### src/rtl/irq8_pkg.sv
package irq8_pkg;
   localparam int SRC_N = 8;
   localparam int IDX_W = 3;
   localparam int EXT_N = 4;

   // read-back layout of the extended control register
   typedef struct packed {
      logic pri3;
      logic en3;
      logic flag3;
      logic type3;
      logic pri2;
      logic en2;
      logic flag2;
      logic type2;
   } xctl_t;

   // source index of external pin k
   function automatic logic [IDX_W-1:0] ext_src(input int k);
      case (k)
         0:       ext_src = 3'd0;
         1:       ext_src = 3'd2;
         2:       ext_src = 3'd6;
         default: ext_src = 3'd7;
      endcase
   endfunction
endpackage

### src/rtl/irq8_ext_detect.sv
module irq8_ext_detect #(
   parameter int PINS = 4
) (
   input  logic            clk,
   input  logic            rst_n,
   input  logic            tick,
   input  logic [PINS-1:0] pin_n,
   input  logic [PINS-1:0] edge_mode,
   input  logic [PINS-1:0] clr,
   input  logic [PINS-1:0] sw_wr,
   input  logic [PINS-1:0] sw_val,
   output logic [PINS-1:0] flag
);
   for (genvar k = 0; k < PINS; k++) begin : g_pin
      logic smp_q;
      logic flag_q;
      always_ff @(posedge clk or negedge rst_n) begin
         if (!rst_n) begin
            smp_q  <= 1'b1;
            flag_q <= 1'b0;
         end else begin
            if (tick) smp_q <= pin_n[k];
            if (!edge_mode[k]) begin
               if (tick) flag_q <= ~pin_n[k];
            end else if (tick && smp_q && !pin_n[k]) begin
               flag_q <= 1'b1;
            end else if (clr[k]) begin
               flag_q <= 1'b0;
            end else if (sw_wr[k]) begin
               flag_q <= sw_val[k];
            end
         end
      end
      assign flag[k] = flag_q;
   end
endmodule

### src/rtl/irq8_prio_pick.sv
module irq8_prio_pick #(
   parameter int N = 8,
   localparam int W = (N > 1) ? $clog2(N) : 1
) (
   input  logic [N-1:0] req,
   output logic         any,
   output logic [W-1:0] idx
);
   always_comb begin
      idx = '0;
      for (int i = N - 1; i >= 0; i--) begin
         if (req[i]) idx = W'(i);
      end
   end
   assign any = |req;
endmodule

### src/rtl/irq8_level_stack.sv
module irq8_level_stack (
   input  logic       clk,
   input  logic       rst_n,
   input  logic       push,
   input  logic       push_hi,
   input  logic       pop,
   output logic [1:0] act
);
   always_ff @(posedge clk or negedge rst_n) begin
      if (!rst_n) begin
         act <= 2'b00;
      end else if (pop) begin
         if (act[1]) act[1] <= 1'b0;
         else        act[0] <= 1'b0;
      end else if (push) begin
         if (push_hi) act[1] <= 1'b1;
         else         act[0] <= 1'b1;
      end
   end
endmodule

### src/rtl/irq_arbiter8.sv
module irq_arbiter8
   import irq8_pkg::*;
#(
   parameter int VEC_W      = 8,
   parameter int VEC_BASE   = 3,
   parameter int VEC_STRIDE = 8
) (
   input  logic             clk,
   input  logic             rst_n,
   input  logic             tick,
   input  logic [3:0]       ext_pin_n,
   input  logic [1:0]       ext01_edge,
   input  logic [2:0]       tmr_flag,
   input  logic             ser_flag,
   input  logic             glob_en,
   input  logic [5:0]       src_en,
   input  logic [5:0]       src_pri,
   input  logic             xbit_wr,
   input  logic [2:0]       xbit_sel,
   input  logic             xbit_val,
   input  logic             ack,
   input  logic             reti,
   output logic             irq_req,
   output logic [VEC_W-1:0] irq_vec,
   output logic [2:0]       irq_src,
   output logic [1:0]       act_level,
   output logic [7:0]       xctl_q
);
   localparam int VEC_LAST = VEC_BASE + (SRC_N - 1) * VEC_STRIDE;

   if (VEC_LAST >= (2 ** VEC_W)) begin : g_bad_vec
      $error("vector table does not fit in VEC_W bits");
   end
   if (VEC_STRIDE < 1) begin : g_bad_stride
      $error("VEC_STRIDE must be positive");
   end

   // extended control: per extra pin (index 0 = ext2, 1 = ext3)
   logic [1:0] x_type, x_en, x_pri;

   always_ff @(posedge clk or negedge rst_n) begin
      if (!rst_n) begin
         x_type <= '0;
         x_en   <= '0;
         x_pri  <= '0;
      end else if (xbit_wr) begin
         case (xbit_sel)
            3'd0: x_type[0] <= xbit_val;
            3'd2: x_en[0]   <= xbit_val;
            3'd3: x_pri[0]  <= xbit_val;
            3'd4: x_type[1] <= xbit_val;
            3'd6: x_en[1]   <= xbit_val;
            3'd7: x_pri[1]  <= xbit_val;
            default: ;
         endcase
      end
   end

   logic [EXT_N-1:0] ext_flag, ext_clr, sw_wr, sw_val;
   logic             ack_go;
   logic             grant_hi;

   assign sw_wr  = {xbit_wr && (xbit_sel == 3'd5), xbit_wr && (xbit_sel == 3'd1), 2'b00};
   assign sw_val = {4{xbit_val}};

   for (genvar k = 0; k < EXT_N; k++) begin : g_clr
      assign ext_clr[k] = ack_go && (irq_src == ext_src(k));
   end

   irq8_ext_detect #(.PINS(EXT_N)) u_det (
      .clk       (clk),
      .rst_n     (rst_n),
      .tick      (tick),
      .pin_n     (ext_pin_n),
      .edge_mode ({x_type, ext01_edge}),
      .clr       (ext_clr),
      .sw_wr     (sw_wr),
      .sw_val    (sw_val),
      .flag      (ext_flag)
   );

   logic [SRC_N-1:0] flags8, en8, pri8, pend;
   assign flags8 = {ext_flag[3], ext_flag[2], tmr_flag[2], ser_flag,
                    tmr_flag[1], ext_flag[1], tmr_flag[0], ext_flag[0]};
   assign en8    = {x_en, src_en};
   assign pri8   = {x_pri, src_pri};
   assign pend   = flags8 & en8 & {SRC_N{glob_en}};

   logic             hi_any, lo_any;
   logic [IDX_W-1:0] hi_idx, lo_idx;

   irq8_prio_pick #(.N(SRC_N)) u_hi (.req(pend & pri8),  .any(hi_any), .idx(hi_idx));
   irq8_prio_pick #(.N(SRC_N)) u_lo (.req(pend & ~pri8), .any(lo_any), .idx(lo_idx));

   logic grant_lo;
   assign grant_hi = hi_any && !act_level[1];
   assign grant_lo = !grant_hi && lo_any && (act_level == 2'b00);
   assign irq_req  = grant_hi || grant_lo;
   assign irq_src  = grant_hi ? hi_idx : lo_idx;
   assign irq_vec  = VEC_W'(VEC_BASE) + VEC_W'(VEC_STRIDE) * VEC_W'(irq_src);
   assign ack_go   = ack && irq_req && !reti;

   irq8_level_stack u_stk (
      .clk     (clk),
      .rst_n   (rst_n),
      .push    (ack_go),
      .push_hi (grant_hi),
      .pop     (reti),
      .act     (act_level)
   );

   xctl_t xq;
   always_comb begin
      xq.pri3  = x_pri[1];
      xq.en3   = x_en[1];
      xq.flag3 = ext_flag[3];
      xq.type3 = x_type[1];
      xq.pri2  = x_pri[0];
      xq.en2   = x_en[0];
      xq.flag2 = ext_flag[2];
      xq.type2 = x_type[0];
   end
   assign xctl_q = xq;
endmodule

### config.mk
export PLATFORM = sky130hd
export DESIGN_NAME = irq_arbiter8
export DESIGN_NICKNAME = d
export VERILOG_FILES = /design/src/rtl/irq8_pkg.sv /design/src/rtl/irq8_ext_detect.sv /design/src/rtl/irq8_prio_pick.sv /design/src/rtl/irq8_level_stack.sv /design/src/rtl/irq_arbiter8.sv
export SDC_FILE = /design/constraint.sdc
export NUM_CORES = 1
export LEC_CHECK = 0
export BUFFER_PORTS_ARGS = -buffer_cell sky130_fd_sc_hd__buf_2
export CAP_MARGIN = 20
export CELL_PAD_IN_SITES_DETAIL_PLACEMENT = 0
export CELL_PAD_IN_SITES_GLOBAL_PLACEMENT = 1
export CORE_MARGIN = 2
export CORE_UTILIZATION = 31
export CTS_CLUSTER_SIZE = 28
export DETAILED_ROUTE_END_ITERATION = 16
export PLACE_DENSITY = 0.85
export SYNTH_ARGS = -nofsm -noshare
export SYNTH_HDL_FRONTEND = slang
export SYNTH_HIERARCHICAL = 1
export SYNTH_SLANG_ARGS = --single-unit
### constraint.sdc
create_clock -name clk -period 2.62 [get_ports clk]
set_clock_uncertainty 0.15 [all_clocks]
set_input_delay 0.524 -clock clk [delete_from_list [all_inputs] [get_ports clk]]
set_output_delay 0.524 -clock clk [all_outputs]
set_load 0.02 [all_outputs]
==> results.yml <==
setup_path:
  critPathRequiredTime_ns: 1.95
  rrSetupSlack_ns: 0.13
  start_kind: "primary input"
  crit_chain: "buf_6 -> nand3_4 -> nor2_4 -> nor4_4 -> nand3_1 -> nor2b_4 -> mux2_4 -> buf_2"
  endpoint_kind: "output port"
  cp.arrival_ns: 1.90
  crit_type: "primary input to output port"
  crit_slowest_cell: "mux2_4"
  slowest_delay_ns: 0.33
  worst-path-max-fanout: 8
timing:
  final.min_clock_period_ns: 2.578
  setup_viol: 0
  drv_slew: 0
  post-route-period-util: 0.9840
  fmax_mhz: 387.9
  hold_viol: 0
  hold_ws_ns: 0.03730
clock_network:
  cts_sinks: 16
  cts_tree: "done"
  clock_latency_ns: 0.25
  numCtsBuffers: 3
  clockBufferDepth: 2
  htree_num_levels: 1
  holdBufCountCts: 0
  clk_pin_slew_ns: 0.06
  clock-root-buffer: "clkbuf_8"
die:
  pin_count: 55
  start_util: 0.3213
  die_w_um: 71.18
  die-area_um2: 5066
  coreArea_um2: 4354
  rows: 24
  die_h_um: 71.18
placed_design:
  dp_hpwl_um: 2675
  portBuffers: 49
  gp_congestion: 0.7943
layout:
  post-route-util: 0.4440
  drive_above_1_share: 0.5000
  fin_nets: 266
  area_growth_pct: 38.19
  antenna_cells: 0
route:
  drc: 0
  drt-pass1-iter-count: 4
  wl_um: 3468
  via_per_inst: 4.732
  drt_iter0_markers: 71
  detail_route.wl_per_cell_um: 12.21
  vias: 1344
  drtAntennaViolNets: 0
yosys:
  synth_cells: 167
  synth-compound-area-share: 0.1127
  yosysWarnings: 6
  yosysUniqueCellTypes: 39
  synth_top_family_by_area: "simple AND/OR/NAND/NOR gates"
  synth-xor-area-share: 0
  syn_avg_cell_area_um2: 8.376
  synth_fa_ha_area_frac: 0
  ys.flop_type: "dfrtp_1"
  ys_ff_latch: 16
  syn-cell-area_um2: 1399
  async_reset_ff_frac: 1.000
  synthSimpleGateAreaFrac: 0.3497
  muxShareOfSynthArea: 0.1270
  synth_edf_count: 0
  yosysSeqAreaShare: 0.2898
global_routing:
  grt_first_pass_wirelength_um: 5492
  grt_pass1_vias: 1221
  grt_max_degree: 17
  antenna_found_initial: 0
  track_usage: 0.1336
  overflow: 0
power:
  p_leak_nw: 0.9203
  p_clk_frac: 0.208
  switching_share: 0.3741
  irDropWorstVdd_mv: 0.2992
  p_int_w: 0.0006638
  comb_power_share: 0.472
  p_sw_w: 0.0003967
  power.density_nw_per_um2: 548.6
  p_total_w: 0.001061
  p_seq_frac: 0.320
status:
  outcome: "finished clean"
worst_hold_path:
  hp-class: "primary input to async pin"
flow_run:
  drv_cap: 0
[registers in the layout, summed over array words and instances, names as in the netlist]
signal              flops
x_type                  2
u_det/g_pin.flag_q      4
u_det/g_pin.smp_q       4
x_pri                   2
x_en                    2
u_stk/act               2
[critical path: cells and delay by family]
family                 cells  cell delay, ns
multiplexers               1            0.33
buffers and inverters      2            0.30
AND/OR/NAND/NOR            5            0.76
[final cells by class]
class | count | area (um^2)
Clock buffer | 4 | 55.05
Multi-Input combinational cell | 131 | 960.9
Sequential cell | 16 | 405.4
Tap cell | 52 | 65.06
Inverter | 12 | 45.04
Timing Repair Buffer | 69 | 401.6
Fill cell | 440 | 2421
[kinds of logic (layout without fill, tap and decap cells)]
kind of cell | count (synthesis) | after routing
flops | 16 | 16
buf+inv | 27 | 85
other cells | 2 | 9
compound gates | 21 | 21
mux | 15 | 15
simple gates | 86 | 86
[power groups by stage]
stage | Sequential, W | Clock (W) | Combinational (W)
floorplan | 0.000359 | 0 | 0.000296
global placement | 0.000348 | 0 | 0.000409
detailed placement | 0.000347 | 0 | 0.000414
CTS | 0.000339 | 0.000228 | 0.000434
global route | 0.000348 | 0.000235 | 0.000539
finish | 0.000340 | 0.000221 | 0.000500
[routing by layer]
metal  track usage  up-vias  wire length (um)
li1              -      688                 -
met1        0.1776      605              1543
met2        0.2181       43              1682
met3       0.02422        8               174
met4       0.04612        0                67
met5             0        -                 0
[cells in the final DEF (no fill, tap or decap), drive strengths merged, types with 6 or more instances in the layout]
master / n
nor3b: 6
dfrtp: 12
nand3: 14
a21oi: 7
buf: 69
conb: 9
nor2: 34
mux2: 13
nand2: 7
inv: 12
[stage by stage]
stage	instance area, um^2	cells	setup TNS [ns]	worst slack (ns)
2_1_floorplan	1486	174	-0.01535	-0.007858
3_3_place_gp	1715	269	-0.2834	-0.05730
3_5_place_dp	1715	269	-0.5684	-0.1126
4_1_cts	1793	275	0	0.001146
5_1_grt	1933	284	-0.1881	-0.04065
6_report	1933	284	0	0.04188
[Yosys cell counts, types with 2 or more instances]
master    number  share of area
o21bai_1       2          0.011
nor3_2         2          0.014
a21boi_0       2          0.011
nor3_1         2         0.0072
conb_1         2         0.0054
o41ai_1        2          0.013
o21ai_0        3          0.011
dfstp_2        4          0.075
nor2_1        31          0.083
mux2_4         3          0.032
nor2b_1        4          0.018
mux2i_1        2          0.014
inv_1         12          0.032
a21oi_1        4          0.014
nand3b_1       3          0.016
and4b_1        3          0.021
nand2_1        7          0.019
mux2_2         3          0.024
nor3b_2        2          0.018
nand3_1       14          0.050
nand2b_1       4          0.018
and3b_1        2          0.013
dfrtp_1       12           0.21
mux2_1         7          0.056
a21oi_2        3          0.019
nor3b_1        4          0.021
nor2_2         3          0.013
nor4_2         2          0.018
buf_6          2          0.016
buf_4         12          0.064
[worst paths after layout]
kind | start | to | cells past startpoint
setup / recovery | glob_en | irq_src[0] | 8
hold / removal | rst_n | x_type[1] | 1
setup reg to reg | u_det/g_pin[3].flag_q | u_det/g_pin[2].flag_q | 11
hold reg to reg | u_det/g_pin[3].smp_q | u_det/g_pin[3].smp_q | 2
max in group asynchronous | rst_n | u_det/g_pin[0].smp_q | 1
min in group clk | reti | u_stk/act[0] | 2
[what timing repair did]
item | 4_1_cts | 5_1_grt
endpoints found under the setup margin | 6 | 7
setup buffers | 2 | 9
gates resized for setup | 3 | 19
pin swaps | 0 | 5
Power figures use the tool's default switching activity.
